[src/rtl/psram_boot_seq.sv]
module psram_boot_seq #(
  parameter int RST_GAP = 4
) (
  input  logic        clk,
  input  logic        rst_n,
  input  logic        start,
  output logic        req_valid,
  output logic [7:0]  req_opcode,
  output logic        req_quad,
  output logic [4:0]  req_addr_bits,
  output logic [4:0]  req_rd_bits,
  input  logic        eng_done,
  input  logic [23:0] eng_rdata,
  output logic        busy,
  output logic        done,
  output logic        error,
  output logic [2:0]  density,
  output logic [31:0] size_bytes
);

  localparam int GW = (RST_GAP < 2) ? 1 : $clog2(RST_GAP);
  localparam logic [7:0] OP_QUIT  = 8'hF5;
  localparam logic [7:0] OP_ID    = 8'h9F;
  localparam logic [7:0] OP_RSTEN = 8'h66;
  localparam logic [7:0] OP_RST   = 8'h99;
  localparam logic [7:0] OP_QUAD  = 8'h35;
  localparam logic [7:0] ID_MARK  = 8'h5D;
  localparam logic [7:0] EID_8M   = 8'h26;
  localparam logic [4:0] ID_BITS  = 5'd24;

  typedef enum logic [3:0] {
    S_IDLE, S_QUIT, S_ID1, S_ID2, S_RSTEN, S_RST, S_GAP, S_QUAD, S_OK, S_BAD
  } st_t;

  st_t st;
  logic pend;
  logic [GW-1:0] gcnt;

  wire cmd_st = (st == S_QUIT) || (st == S_ID1) || (st == S_ID2) ||
                (st == S_RSTEN) || (st == S_RST) || (st == S_QUAD);
  wire id_st  = (st == S_ID1) || (st == S_ID2);
  wire fin    = pend && eng_done;
  wire id_ok  = eng_rdata[15:8] == ID_MARK;
  wire [7:0] eid = eng_rdata[23:16];

  logic [31:0] dec_size;
  always_comb begin
    if (eid == EID_8M) dec_size = 32'd1 << 23;
    else begin
      case (eid[7:5])
        3'd0:    dec_size = 32'd1 << 21;
        3'd1:    dec_size = 32'd1 << 22;
        3'd2:    dec_size = 32'd1 << 23;
        default: dec_size = 32'd0;
      endcase
    end
  end

  always_comb begin
    case (st)
      S_QUIT:  req_opcode = OP_QUIT;
      S_ID1,
      S_ID2:   req_opcode = OP_ID;
      S_RSTEN: req_opcode = OP_RSTEN;
      S_RST:   req_opcode = OP_RST;
      S_QUAD:  req_opcode = OP_QUAD;
      default: req_opcode = 8'h00;
    endcase
  end

  assign req_valid     = cmd_st && !pend;
  assign req_quad      = st == S_QUIT;
  assign req_addr_bits = id_st ? ID_BITS : 5'd0;
  assign req_rd_bits   = id_st ? ID_BITS : 5'd0;
  assign busy          = (st != S_IDLE) && (st != S_OK) && (st != S_BAD);

  always_ff @(posedge clk or negedge rst_n) begin
    if (!rst_n) begin
      st         <= S_IDLE;
      pend       <= 1'b0;
      gcnt       <= '0;
      done       <= 1'b0;
      error      <= 1'b0;
      density    <= 3'd0;
      size_bytes <= 32'd0;
    end else begin
      if (cmd_st && !pend) pend <= 1'b1;
      if (fin) pend <= 1'b0;
      case (st)
        S_IDLE, S_OK, S_BAD: begin
          if (start) begin
            st         <= S_QUIT;
            pend       <= 1'b0;
            done       <= 1'b0;
            error      <= 1'b0;
            density    <= 3'd0;
            size_bytes <= 32'd0;
          end
        end
        S_QUIT:  if (fin) st <= S_ID1;
        S_ID1, S_ID2: begin
          if (fin) begin
            if (id_ok) begin
              st         <= S_RSTEN;
              density    <= eid[7:5];
              size_bytes <= dec_size;
            end else if (st == S_ID1) begin
              st <= S_ID2;
            end else begin
              st    <= S_BAD;
              error <= 1'b1;
            end
          end
        end
        S_RSTEN: if (fin) st <= S_RST;
        S_RST: begin
          if (fin) begin
            st   <= S_GAP;
            gcnt <= '0;
          end
        end
        S_GAP: begin
          if (gcnt == GW'(RST_GAP - 1)) st <= S_QUAD;
          else gcnt <= gcnt + 1'b1;
        end
        S_QUAD: begin
          if (fin) begin
            st   <= S_OK;
            done <= 1'b1;
          end
        end
        default: st <= S_IDLE;
      endcase
    end
  end

  p_quit_quad_r1: assert property (@(posedge clk) disable iff (!rst_n)
    (req_valid && req_opcode == OP_QUIT) |-> (req_quad && req_addr_bits == 5'd0 && req_rd_bits == 5'd0));

  p_id_shape_r2: assert property (@(posedge clk) disable iff (!rst_n)
    (req_valid && req_opcode == OP_ID) |-> (!req_quad && req_addr_bits == ID_BITS && req_rd_bits == ID_BITS));

  p_single_cmd_r6: assert property (@(posedge clk) disable iff (!rst_n)
    (req_valid && (req_opcode == OP_RSTEN || req_opcode == OP_RST || req_opcode == OP_QUAD))
      |-> (!req_quad && req_rd_bits == 5'd0 && req_addr_bits == 5'd0));

  p_one_pending_r7: assert property (@(posedge clk) disable iff (!rst_n)
    req_valid |=> !req_valid);

  p_flags_excl_r9: assert property (@(posedge clk) disable iff (!rst_n)
    !(done && error));

  p_done_sticky_r9: assert property (@(posedge clk) disable iff (!rst_n)
    (done && !start) |=> done);

  p_err_sticky_r9: assert property (@(posedge clk) disable iff (!rst_n)
    (error && !start) |=> error);

  p_err_quiet_r4: assert property (@(posedge clk) disable iff (!rst_n)
    error |-> !req_valid);

  p_size_set_r5: assert property (@(posedge clk) disable iff (!rst_n)
    done |-> (size_bytes == 32'd0 || size_bytes == 32'd2097152 ||
              size_bytes == 32'd4194304 || size_bytes == 32'd8388608));

endmodule

[config.mk]
export PLATFORM = sky130hd
export DESIGN_NAME = psram_boot_seq
export DESIGN_NICKNAME = d
export VERILOG_FILES = /design/src/rtl/psram_boot_seq.sv
export SDC_FILE = /design/constraint.sdc
export NUM_CORES = 1
export LEC_CHECK = 0
export ABC_AREA = 1
export BUFFER_PORTS_ARGS = -buffer_cell sky130_fd_sc_hd__clkbuf_2
export CAP_MARGIN = 20
export CELL_PAD_IN_SITES_DETAIL_PLACEMENT = 1
export CELL_PAD_IN_SITES_GLOBAL_PLACEMENT = 2
export CORE_ASPECT_RATIO = 1.2
export CORE_UTILIZATION = 23
export DETAILED_ROUTE_END_ITERATION = 8
export PLACE_DENSITY = 0.89
export RECOVER_POWER = 50
export SLEW_MARGIN = 30
export SYNTH_ARGS = -nofsm -noshare
export SYNTH_HDL_FRONTEND = slang
export SYNTH_SLANG_ARGS = --single-unit
[constraint.sdc]
create_clock -name clk -period 2.55 [get_ports clk]
set_input_delay 0.1275 -clock clk [delete_from_list [all_inputs] [get_ports clk]]
set_output_delay 0.1275 -clock clk [all_outputs]
set_load 0.02 [all_outputs]
==> flow_summary.toml <==
[finish]
post-route-cell-area_sq_um = 1550
diode_insertion_count_for_antenna_repair = 0
fillers = 771
layout-drive-gt1-share_pct = 24.36
utilization_pct = 26.99
number_of_nets_in_the_layout = 264
syn_to_final_growth_pct = 11.92

[hold_path]
hold_class = "input pin to flop"
hold-path-cell-count = 4

[power_and_ir_drop]
power.density_cell_area_nw_per_um2 = 1142
power.static_leakage_nw = 0.9212
p_int_mw = 0.7721
comb_power_share_pct = 66.0
totalPowerFinal_mw = 1.771
max-vdd-ir-drop_v = 0.0002257
netSwitchingFraction_pct = 56.40
share_seq_of_total_power_pct = 22.8
p_sw_mw = 0.9987
clock_power_share_pct = 11.2

[clock_network]
numCtsBuffers = 3
cts_sinks = 15
clock_tree.root_cell = "clkbuf_8"
cts.repair.resized = 0
maximum_clock_path_buffer_count = 2
cts.htree.levels = 1
clkSlewWorstSetupHoldPaths_ns = 0.06
postCtsSetupBuffers = 0
tritoncts = "done"
clkLatencyLatePin_ns = 0.25
hold_buffers = 1

[routing]
post_drt_wl_per_cell_um = 9.952
drt-initial-drc-count = 30
routed_wl_mm = 3.125
drt_pre_antenna_iters = 4
vias = 1208
post_drt_via_cell_ratio = 3.847
drc = 0
antenna_left = 0

[sta]
final_period_minus_worst_setup_slack_ns = 1.746
hold_ws_ns = 0.1606
post-route-period-util_pct = 68.48
max_slew_headroom_pct = 42.76
rsz0062_at_grt = "false"
timing.final.hold_violations = 0
drv_slew = 0
setup-tns-final_ns = 0
fmax_mhz = 572.7
timing_worst_slew_pin_value_ns = 0.8586
setup_violations = 0
clk_skew_ns = 0.001729

[floorplan]
std_cell_rows = 30
pin_count = 86
die_x_um = 72.84
die_y_um = 87.01
initial_utilization_pct = 24.12
coreArea_sq_um = 5743
design.die.area_sq_um = 6338

[critical_path]
critical-path-max-stage-delay_ns = 0.54
path_cells = "inv_2 > nor2_4 > nand2_1 > nand3_1 > nor2_1 > nor2_1 > clkbuf_2"
critical-path-slowest-cell = "dfrtp_1"
cp-start-kind = "flop"
timing.rr.end = "size_bytes[22]$_DFFE_PN0P_"
critPathRequiredTime_ns = 2.42
worstSetupStartpoint = "st[0]$_DFFE_PN0P_"
timing.rr.start = "st[1]$_DFFE_PN0P_"
end_kind = "output pin"
critical_path_class = "flop to output pin"
setup.worst_path.end = "req_valid"
worstRegToRegCells = 5
cp.arrival_ns = 1.62
worst_r2r_setup_slack_ns = 1.01
worst_path_most_repeated_cell = "nor2_1"
crit_path_max_fanout = 7

[placed_design]
gp_congestion = 0.7466
detailedPlacementHpwl_mm = 2.593
port_buffers = 42
post_dp_cell_area_sq_um = 1508

[synth]
yosysWarningCount = 0
synth_seq_area_share_pct = 27.10
synth_area_leaders = "dfrtp_1, buf_4, nand2_1, nand3_1, inv_1"
synth_area_leader_cell = "dfrtp_1"
synth_cells = 195
mappedNetlistArea_sq_um = 1385
synth-seq-cells = 15
yosys.area.top_type_share_pct = 27.10
postSynthAreaPerCell_sq_um = 7.103
yosysUniqueCellTypes = 26

[run]
timing.max_cap.violations = 0

[grt]
grt_pass1_vias = 1176
first_pass_grt_wire_length_mm = 5.133
grt_util_all_layers_pct = 10.58
grt_max_degree = 16
antenna_found_initial = 0
grt_remaining_overflow = 0

[status]
status = "complete, no violations"
[final cells by class]
cell class                 instances  area, sq um  share of cell area, %
clock buffer                       4        45.04                  2.906
sequential                        15        375.4                  24.21
tap                               80        100.1                  6.457
inverter                          22        85.08                  5.488
timing repair buffer              43        207.7                  13.40
multi-input combinational        150        737.0                  47.54
[metal layers]
metal	vias to the layer above	track usage (%)	routed length, um
met5	-	0	0
met4	0	4.635	47
met3	5	2.431	178
met2	41	20.65	1674
met1	551	10.42	1225
li1	611	-	-
[synthesized netlist by cell type]
cell type	count
inv_4	1
mux2i_1	1
nand3_1	21
nand2_1	52
ha_1	1
nand2_2	2
inv_1	16
nand3b_1	1
nand2_4	3
nand3_4	2
nor4_1	1
nor2_1	11
o21ai_1	1
o21ai_0	4
a21boi_1	1
buf_4	42
inv_2	5
o21ai_2	2
nand4_1	2
nor3_1	1
dfrtp_1	15
nor2_4	4
nand3b_2	1
conb_1	1
nor2_2	2
a21oi_1	2
[layout by cell type (no fill, tap or decap), drive strengths merged]
cell	n
clkbuf	46
dfrtp	15
ha	1
mux2i	1
dlygate4sd3	1
conb	35
a21boi	1
nand2	57
a21oi	2
o21ai	7
nand3b	2
nand4	2
nand3	23
inv	22
nor2	17
nor4	1
nor3	1
[stage by stage]
| stage | setup slack (ns) | cells |
|---|---|---|
| floorplan | 1.065 | 229 |
| global placement | 1.008 | 309 |
| detailed placement | 0.9827 | 309 |
| CTS | 0.7659 | 314 |
| global route | 0.6499 | 314 |
| finish | 0.8038 | 314 |
[worst min-delay path by stage]
stage / start / endpoint
2_1_floorplan: rst_n / density[0]$_DFFE_PN0P_
3_3_place_gp: rst_n / error$_DFFE_PN0P_
3_5_place_dp: rst_n / error$_DFFE_PN0P_
4_1_cts: eng_rdata[21] / size_bytes[21]$_DFFE_PN0P_
5_1_grt: eng_rdata[21] / size_bytes[21]$_DFFE_PN0P_
6_report: eng_rdata[21] / size_bytes[21]$_DFFE_PN0P_
[power groups by stage]
stage               clock [mW]  sequential [mW]  combinational, mW
CTS                      0.208            0.405               1.21
finish                   0.198            0.404               1.17
floorplan                    0            0.425              0.962
detailed placement           0            0.410               1.20
global placement             0            0.406               1.19
global route             0.218            0.420               1.32
[critical path, delay by kind of cell, from the launching register on]
kind | cells | cell delay (ns)
and+or+nand+nor | 5 | 0.53
buffers and inverters | 2 | 0.29
DFF | 1 | 0.54
[cell families (layout without fill, tap and decap cells)]
group           count (synthesis)  after routing  share of synthesized area (%)
compound gates                 10             10                          4.336
flops                          15             15                          27.10
other cells                     1             35                         0.2707
buf+inv                        64             69                          28.91
simple gates                  103            103                          37.76
fa+ha+maj                       1              1                         0.9032
mux                             1              1                         0.7227
[flip-flops by register name (all words and copies together), names as in the netlist]
name	flops
density	3
size_bytes	3
done	1
gcnt	2
st	4
pend	1
error	1
Note: power is estimated with default switching activity, not from simulation.
